## src/rtl/tdl_pkg.sv

```systemverilog
package tdl_pkg;

    // Stage count the block is normally built with.
    localparam int TDL_DEFAULT_STAGES = 16;

    // Bundle of the three observable views of the line.
    typedef struct packed {
        logic tap;      // addressed stage
        logic cascade;  // deepest stage
        logic held;     // registered tap
    } tdl_view_t;

    // Delay in enabled edges from din to the combinational tap.
    function automatic int tdl_tap_delay(input int addr);
        return addr + 1;
    endfunction

endpackage

```

## src/rtl/tdl_shift_chain.sv

```systemverilog
module tdl_shift_chain #(
    parameter int STAGES = tdl_pkg::TDL_DEFAULT_STAGES
) (
    input  logic              clk,
    input  logic              ce,
    input  logic              din,
    output logic [STAGES-1:0] stages
);
    // One flop per stage, no reset: contents are defined by what is shifted in.
    for (genvar k = 0; k < STAGES; k++) begin : g_stage
        logic nxt;
        if (k == 0) begin : g_head
            assign nxt = din;
        end else begin : g_body
            assign nxt = stages[k-1];
        end
        always_ff @(posedge clk) begin
            if (ce) begin
                stages[k] <= nxt;
            end
        end
    end
endmodule

```

## src/rtl/tdl_tap_mux.sv

```systemverilog
module tdl_tap_mux #(
    parameter int STAGES = tdl_pkg::TDL_DEFAULT_STAGES,
    parameter int AW     = $clog2(STAGES)
) (
    input  logic [STAGES-1:0] stages,
    input  logic [AW-1:0]     sel,
    output logic              tap
);
    always_comb begin
        tap = 1'b0;
        for (int k = 0; k < STAGES; k++) begin
            if (sel == AW'(k)) begin
                tap = stages[k];
            end
        end
    end
endmodule

```

## src/rtl/tdl_out_stage.sv

```systemverilog
module tdl_out_stage #(
    parameter bit USE_OUT_REG = 1'b1
) (
    input  logic clk,
    input  logic rst,
    input  logic ce,
    input  logic d,
    output logic q
);
    if (USE_OUT_REG) begin : g_flop
        always_ff @(posedge clk) begin
            if (rst) begin
                q <= 1'b0;
            end else if (ce) begin
                q <= d;
            end
        end
    end else begin : g_wire
        logic unused_ok;
        assign unused_ok = clk ^ rst ^ ce;
        assign q = d;
    end
endmodule

```

## src/rtl/tap_delay_line.sv

```systemverilog
module tap_delay_line #(
    parameter int  STAGES      = tdl_pkg::TDL_DEFAULT_STAGES,
    parameter bit  USE_OUT_REG = 1'b1,
    localparam int AW          = $clog2(STAGES)
) (
    input  logic          clk,
    input  logic          rst,
    input  logic          ce,
    input  logic          din,
    input  logic [AW-1:0] tap_sel,
    output logic          tap_out,
    output logic          casc_out,
    output logic          reg_out
);
    import tdl_pkg::*;

    logic [STAGES-1:0] stages;
    tdl_view_t         view;
    logic              tap_w;
    logic              held_w;

    tdl_shift_chain #(.STAGES(STAGES)) u_chain (
        .clk    (clk),
        .ce     (ce),
        .din    (din),
        .stages (stages)
    );

    tdl_tap_mux #(.STAGES(STAGES), .AW(AW)) u_mux (
        .stages (stages),
        .sel    (tap_sel),
        .tap    (tap_w)
    );

    tdl_out_stage #(.USE_OUT_REG(USE_OUT_REG)) u_out (
        .clk (clk),
        .rst (rst),
        .ce  (ce),
        .d   (tap_w),
        .q   (held_w)
    );

    assign view.tap     = tap_w;
    assign view.cascade = stages[STAGES-1];
    assign view.held    = held_w;

    assign tap_out  = view.tap;
    assign casc_out = view.cascade;
    assign reg_out  = view.held;
endmodule

```

## config.mk

```make
export PLATFORM = sky130hd
export DESIGN_NAME = tap_delay_line
export DESIGN_NICKNAME = d
export VERILOG_FILES = /design/src/rtl/tdl_pkg.sv /design/src/rtl/tdl_shift_chain.sv /design/src/rtl/tdl_tap_mux.sv /design/src/rtl/tdl_out_stage.sv /design/src/rtl/tap_delay_line.sv
export SDC_FILE = /design/constraint.sdc
export NUM_CORES = 1
export LEC_CHECK = 0
export BUFFER_PORTS_ARGS = -buffer_cell sky130_fd_sc_hd__clkbuf_2
export CAP_MARGIN = 30
export CORE_MARGIN = 5
export CORE_UTILIZATION = 53
export CTS_CLUSTER_DIAMETER = 100
export DETAILED_ROUTE_END_ITERATION = 10
export PLACE_DENSITY = 0.81
export SLEW_MARGIN = 5
export SYNTH_ARGS = -nofsm -noshare
export SYNTH_HDL_FRONTEND = slang
export SYNTH_HIERARCHICAL = 1
export SYNTH_SLANG_ARGS = --single-unit
```

## constraint.sdc

```tcl
create_clock -name clk -period 1.7 [get_ports clk]
set_clock_uncertainty 0.05 [all_clocks]
set_input_delay 0.17 -clock clk [delete_from_list [all_inputs] [get_ports clk]]
set_output_delay 0.17 -clock clk [all_outputs]
set_load 0.02 [all_outputs]
```

---- Yosys cells after proc, flatten, opt, wreduce, memory -nomap -nowiden ----
Cells that the tools add are included.
cells by class
  equal/unequal tests ..................... 15
  muxes and demuxes ....................... 16
  reduce and logical (&&, ||, !) cells .... 1
operators by type and width
  kind                                                                   number
  4-bit equality test, second input constant                             8
  4-bit by 3-bit equality test with 1-bit output, second input constant  4
  1-bit two-way mux                                                      16
  4-bit by 2-bit equality test with 1-bit output, second input constant  2
  4-bit by 1-bit equality test with 1-bit output, second input constant  1
  4-bit logical NOT                                                      1
storage, ports and cells
  bits in registers ....................... 17
  input port bits ......................... 8
  output and inout port bits .............. 3
  word-level logic and storage cells ...... 49

---- Longest topological paths before layout ----
  depth in word-level cells ............... 17
  depth in mapped cells ................... 7
  depth with buffers taken out ............ 6

---- Modules after synthesis ----
Netlist, hierarchy kept.
modules (own cells, without submodules)
  module           times used  cells each  area an instance (um^2)  seq. area each (um^2)
  tdl_shift_chain  1           31          593.1                    480.5
  tdl_tap_mux      1           16          170.2                    0.0
  tdl_out_stage    1           3           33.8                     20.0

---- Worst setup path after synthesis ----
No wires, ideal clock.
  kind .................................... reg-to-reg
  start point ............................. reg u_chain.stages[10], in the netlist u_chain/g_stage[11].nxt
  end point ............................... reg u_out.q
  library setup time ...................... 0.115 ns
  arrival ................................. 1.521 ns
  required time ........................... 1.535 ns
  setup slack ............................. 0.014 ns
  cell stages (with the launch flop) ...... 8
  path buffers ............................ 1
  period minus slack after synthesis ...... 1.686 ns
  cells stage by stage .................... edfxtp_1 buf_4 nor2b_1 a31o_2 a221oi_1 o22ai_1 mux2i_1 nor2_1
on the way
  longest elaborated chain between the ends .. 6
ends and longest elaborated chain
  what                              line                   text
  start: declaration                tdl_shift_chain.sv:7   output logic [STAGES-1:0] stages
  start signal: indexed assignment  tdl_shift_chain.sv:19  stages[k] <= nxt;
  1-bit two-way mux (6 in series)   tdl_tap_mux.sv:12      if (sel == AW'(k)) begin
  net tap_out                       tap_delay_line.sv:11   output logic tap_out,
  end signal: assignment            tdl_out_stage.sv:13    q <= 1'b0;
  end signal: assignment            tdl_out_stage.sv:15    q <= d;
  end: declaration                  tdl_out_stage.sv:8     output logic q
The timed path passes the listed nets, and every way through them passes these cells.
A chain may end at the register's enable or synchronous reset.

---- Worst setup path in the final report ----
  start point ............................. reg u_chain.stages[15]
  end point ............................... out tap_out
on the way
  longest elaborated chain between the ends .. 1
ends and longest elaborated chain
  what               line
  1-bit two-way mux  tdl_tap_mux.sv:12
  end: declaration   tap_delay_line.sv:11
No other way between the ends.

==> reports/results.ini <==
[outcome]
violations = setup timing
status = complete, but fails checks

[min_path]
worstHoldPathType = in2reg
min_path_cells = 1
min-delay-start = ce
holdPathEnd = u_chain/g_stage[3].nxt

[placement]
dp_hpwl_um = 751.5
pre_cts_slack_ns = 0.1170
gp_congestion = 0.6913
io_buffers = 10

[floorplan]
core_sq_um = 1471
ios = 11
fp.dieW_um = 48.78
die_height_um = 48.78
num_rows = 14
design.die.area_sq_um = 2379
start_util_pct = 54.17

[pwr]
p_per_area_nw_per_um2 = 965.0
p_leak_uw = 0.0003227
ir_worst_vdd_v = 0.0004986

[global_routing]
grt_pass1_wl_mm = 1.952
grtUsageTotal_pct = 10.79
grt_start_max_net_pins = 18
grt_antenna_before_repair = 0
first_global_vias = 384
overflow = 0

[sta]
slew_violations = 0
fin_ws_ns = -0.1589
slew_headroom_pct = 72.78
finalSetupTns_ns = -0.1589
tightest_slew_ns = 0.4083
rsz0062_at_grt = true
timing.final.hold_violations = 0
max_clock_freq_mhz = 538.0
fin_crit_ns = 1.859
setup_viol = 1
final.period_utilization_pct = 109.3

[setup_path]
timing.rr.start = u_chain/stages[15]
rr_worst_depth = 6
critPathKind = reg2out
r2r-end = u_out/q
critPathMaxFanout = 2
cp-start-kind = flop
rrSetupSlack_ns = 0.01
cp-end-kind = output pin
cp-startpoint = u_chain/stages[15]
crit_required_ns = 1.48
arrival_ns = 1.64

[routing]
vias = 393
wl_per_cell_um = 16.90
route.antenna.remaining_nets = 0
first_pass_iters = 4
drc = 0
drt_iter0_drc = 22
via_per_inst = 5.696
wl_mm = 1.166

[final_layout]
final_common_cell = edfxtp_1
num_antenna_cells = 0
nets = 62
drive_gt1_share_pct = 39.62
syn2layout_area_growth_pct = 4.396
layout_common_cells = edfxtp_1 (16), clkbuf_2 (9), clkbuf_4 (3), mux2i_1 (3)

[clock_tree]
tritoncts = yes
cts.sinks = 17
clkLatencyLatePin_ns = 0.29
cts_buffers = 3
path_clk_slew_ns = 0.10
h-tree-depth = 1
root_buffer = clkbuf_4
ctsLongestPathBuffers = 2

[synth]
synth.avg_cell_area_sq_um = 15.94
yosysWarnings = 6
synth_nets = 58
async_reset_ff_share_pct = 0
synthFlopType = edfxtp_1
synth_area_sq_um = 797.0
syn_inst = 50
synth_seq_cells = 17
yosys.cell_types.count = 17
synth_edf_count = 16
yosysSeqAreaShare_pct = 62.79

[job]
drv_cap = 0

==> state kept, by name (all words and copies together), names as in the netlist <==
| name | flops |
|---|---|
| u_chain/g_stage.nxt | 15 |
| u_chain/stages | 1 |
| u_out/q | 1 |
==> worst max-delay path, stage by stage, from the launching register on <==
cell	delay [ns]
edfxtp_1	0.43
mux4_2	0.48
o21ai_1	0.19
o22ai_2	0.11
buf_6	0.14
==> what timing repair did <==
action	4_1_cts	5_1_grt
endpoints found under the hold margin	1	1
resized for setup	3	5
hold buffers	1	1
setup endpoints to repair	1	2
pin swaps	3	4
buffers inserted	3	1
==> cells in the mapped netlist (3+ instances only) <==
library cell | count | area share, %
mux4_1 | 3 | 9.9
edfxtp_1 | 16 | 60
mux2i_1 | 3 | 3.8
buf_4 | 15 | 14
==> per-stage QoR <==
step	instance area [sq um]	util (%)	total power (uW)	hold slack (ns)	instances
after floorplan	797.0	-	571.5	0.1924	50
after detailed placement	743.2	50.51	576.9	0.2827	60
final	832.0	56.55	802.9	0.3369	69
after CTS	808.3	54.93	797.7	0.003098	68
after global routing	832.0	56.55	841.8	0.3531	69
after global placement	743.2	50.51	573.8	0.2819	60
==> area by class of cell <==
cell class,count,area (sq um)
fill,121,639.4
tap,16,20.02
timing repair buffer,15,102.6
clock buffer,3,22.52
inverter,1,3.754
multi-input combinational,16,177.7
clock inverter,1,5.005
sequential,17,500.5
==> worst max path at each step <==
stage,to,slack (ns)
CTS,tap_out,-0.16
finish,tap_out,-0.16
global placement,tap_out,0.13
detailed placement,tap_out,0.12
floorplan,u_out/q,0.01
global route,tap_out,-0.27
==> cells by family after synthesis <==
group	synth area share, %
AND/OR/NAND/NOR	2.669
multiplexers	13.66
buffers and inverters	16.01
flip-flops	62.79
AO/OA/AOI/OAI	4.866
==> report_power, final <==
group	leakage, uW	switching, uW	internal [uW]
clock	0.0000177	123	87.4
sequential	0.000165	13.0	486
combinational	0.000140	44.4	49.1
total	0.000323	180	623
==> routing by layer <==
layer,global-route usage (%),vias to the layer above,part of all wire [%]
li1,-,181,-
met1,13.31,193,45
met2,16.74,19,47
met3,5.505,0,8.5
met4,2.691,0,0
met5,0,-,0
Power figures use the tool's default switching activity.
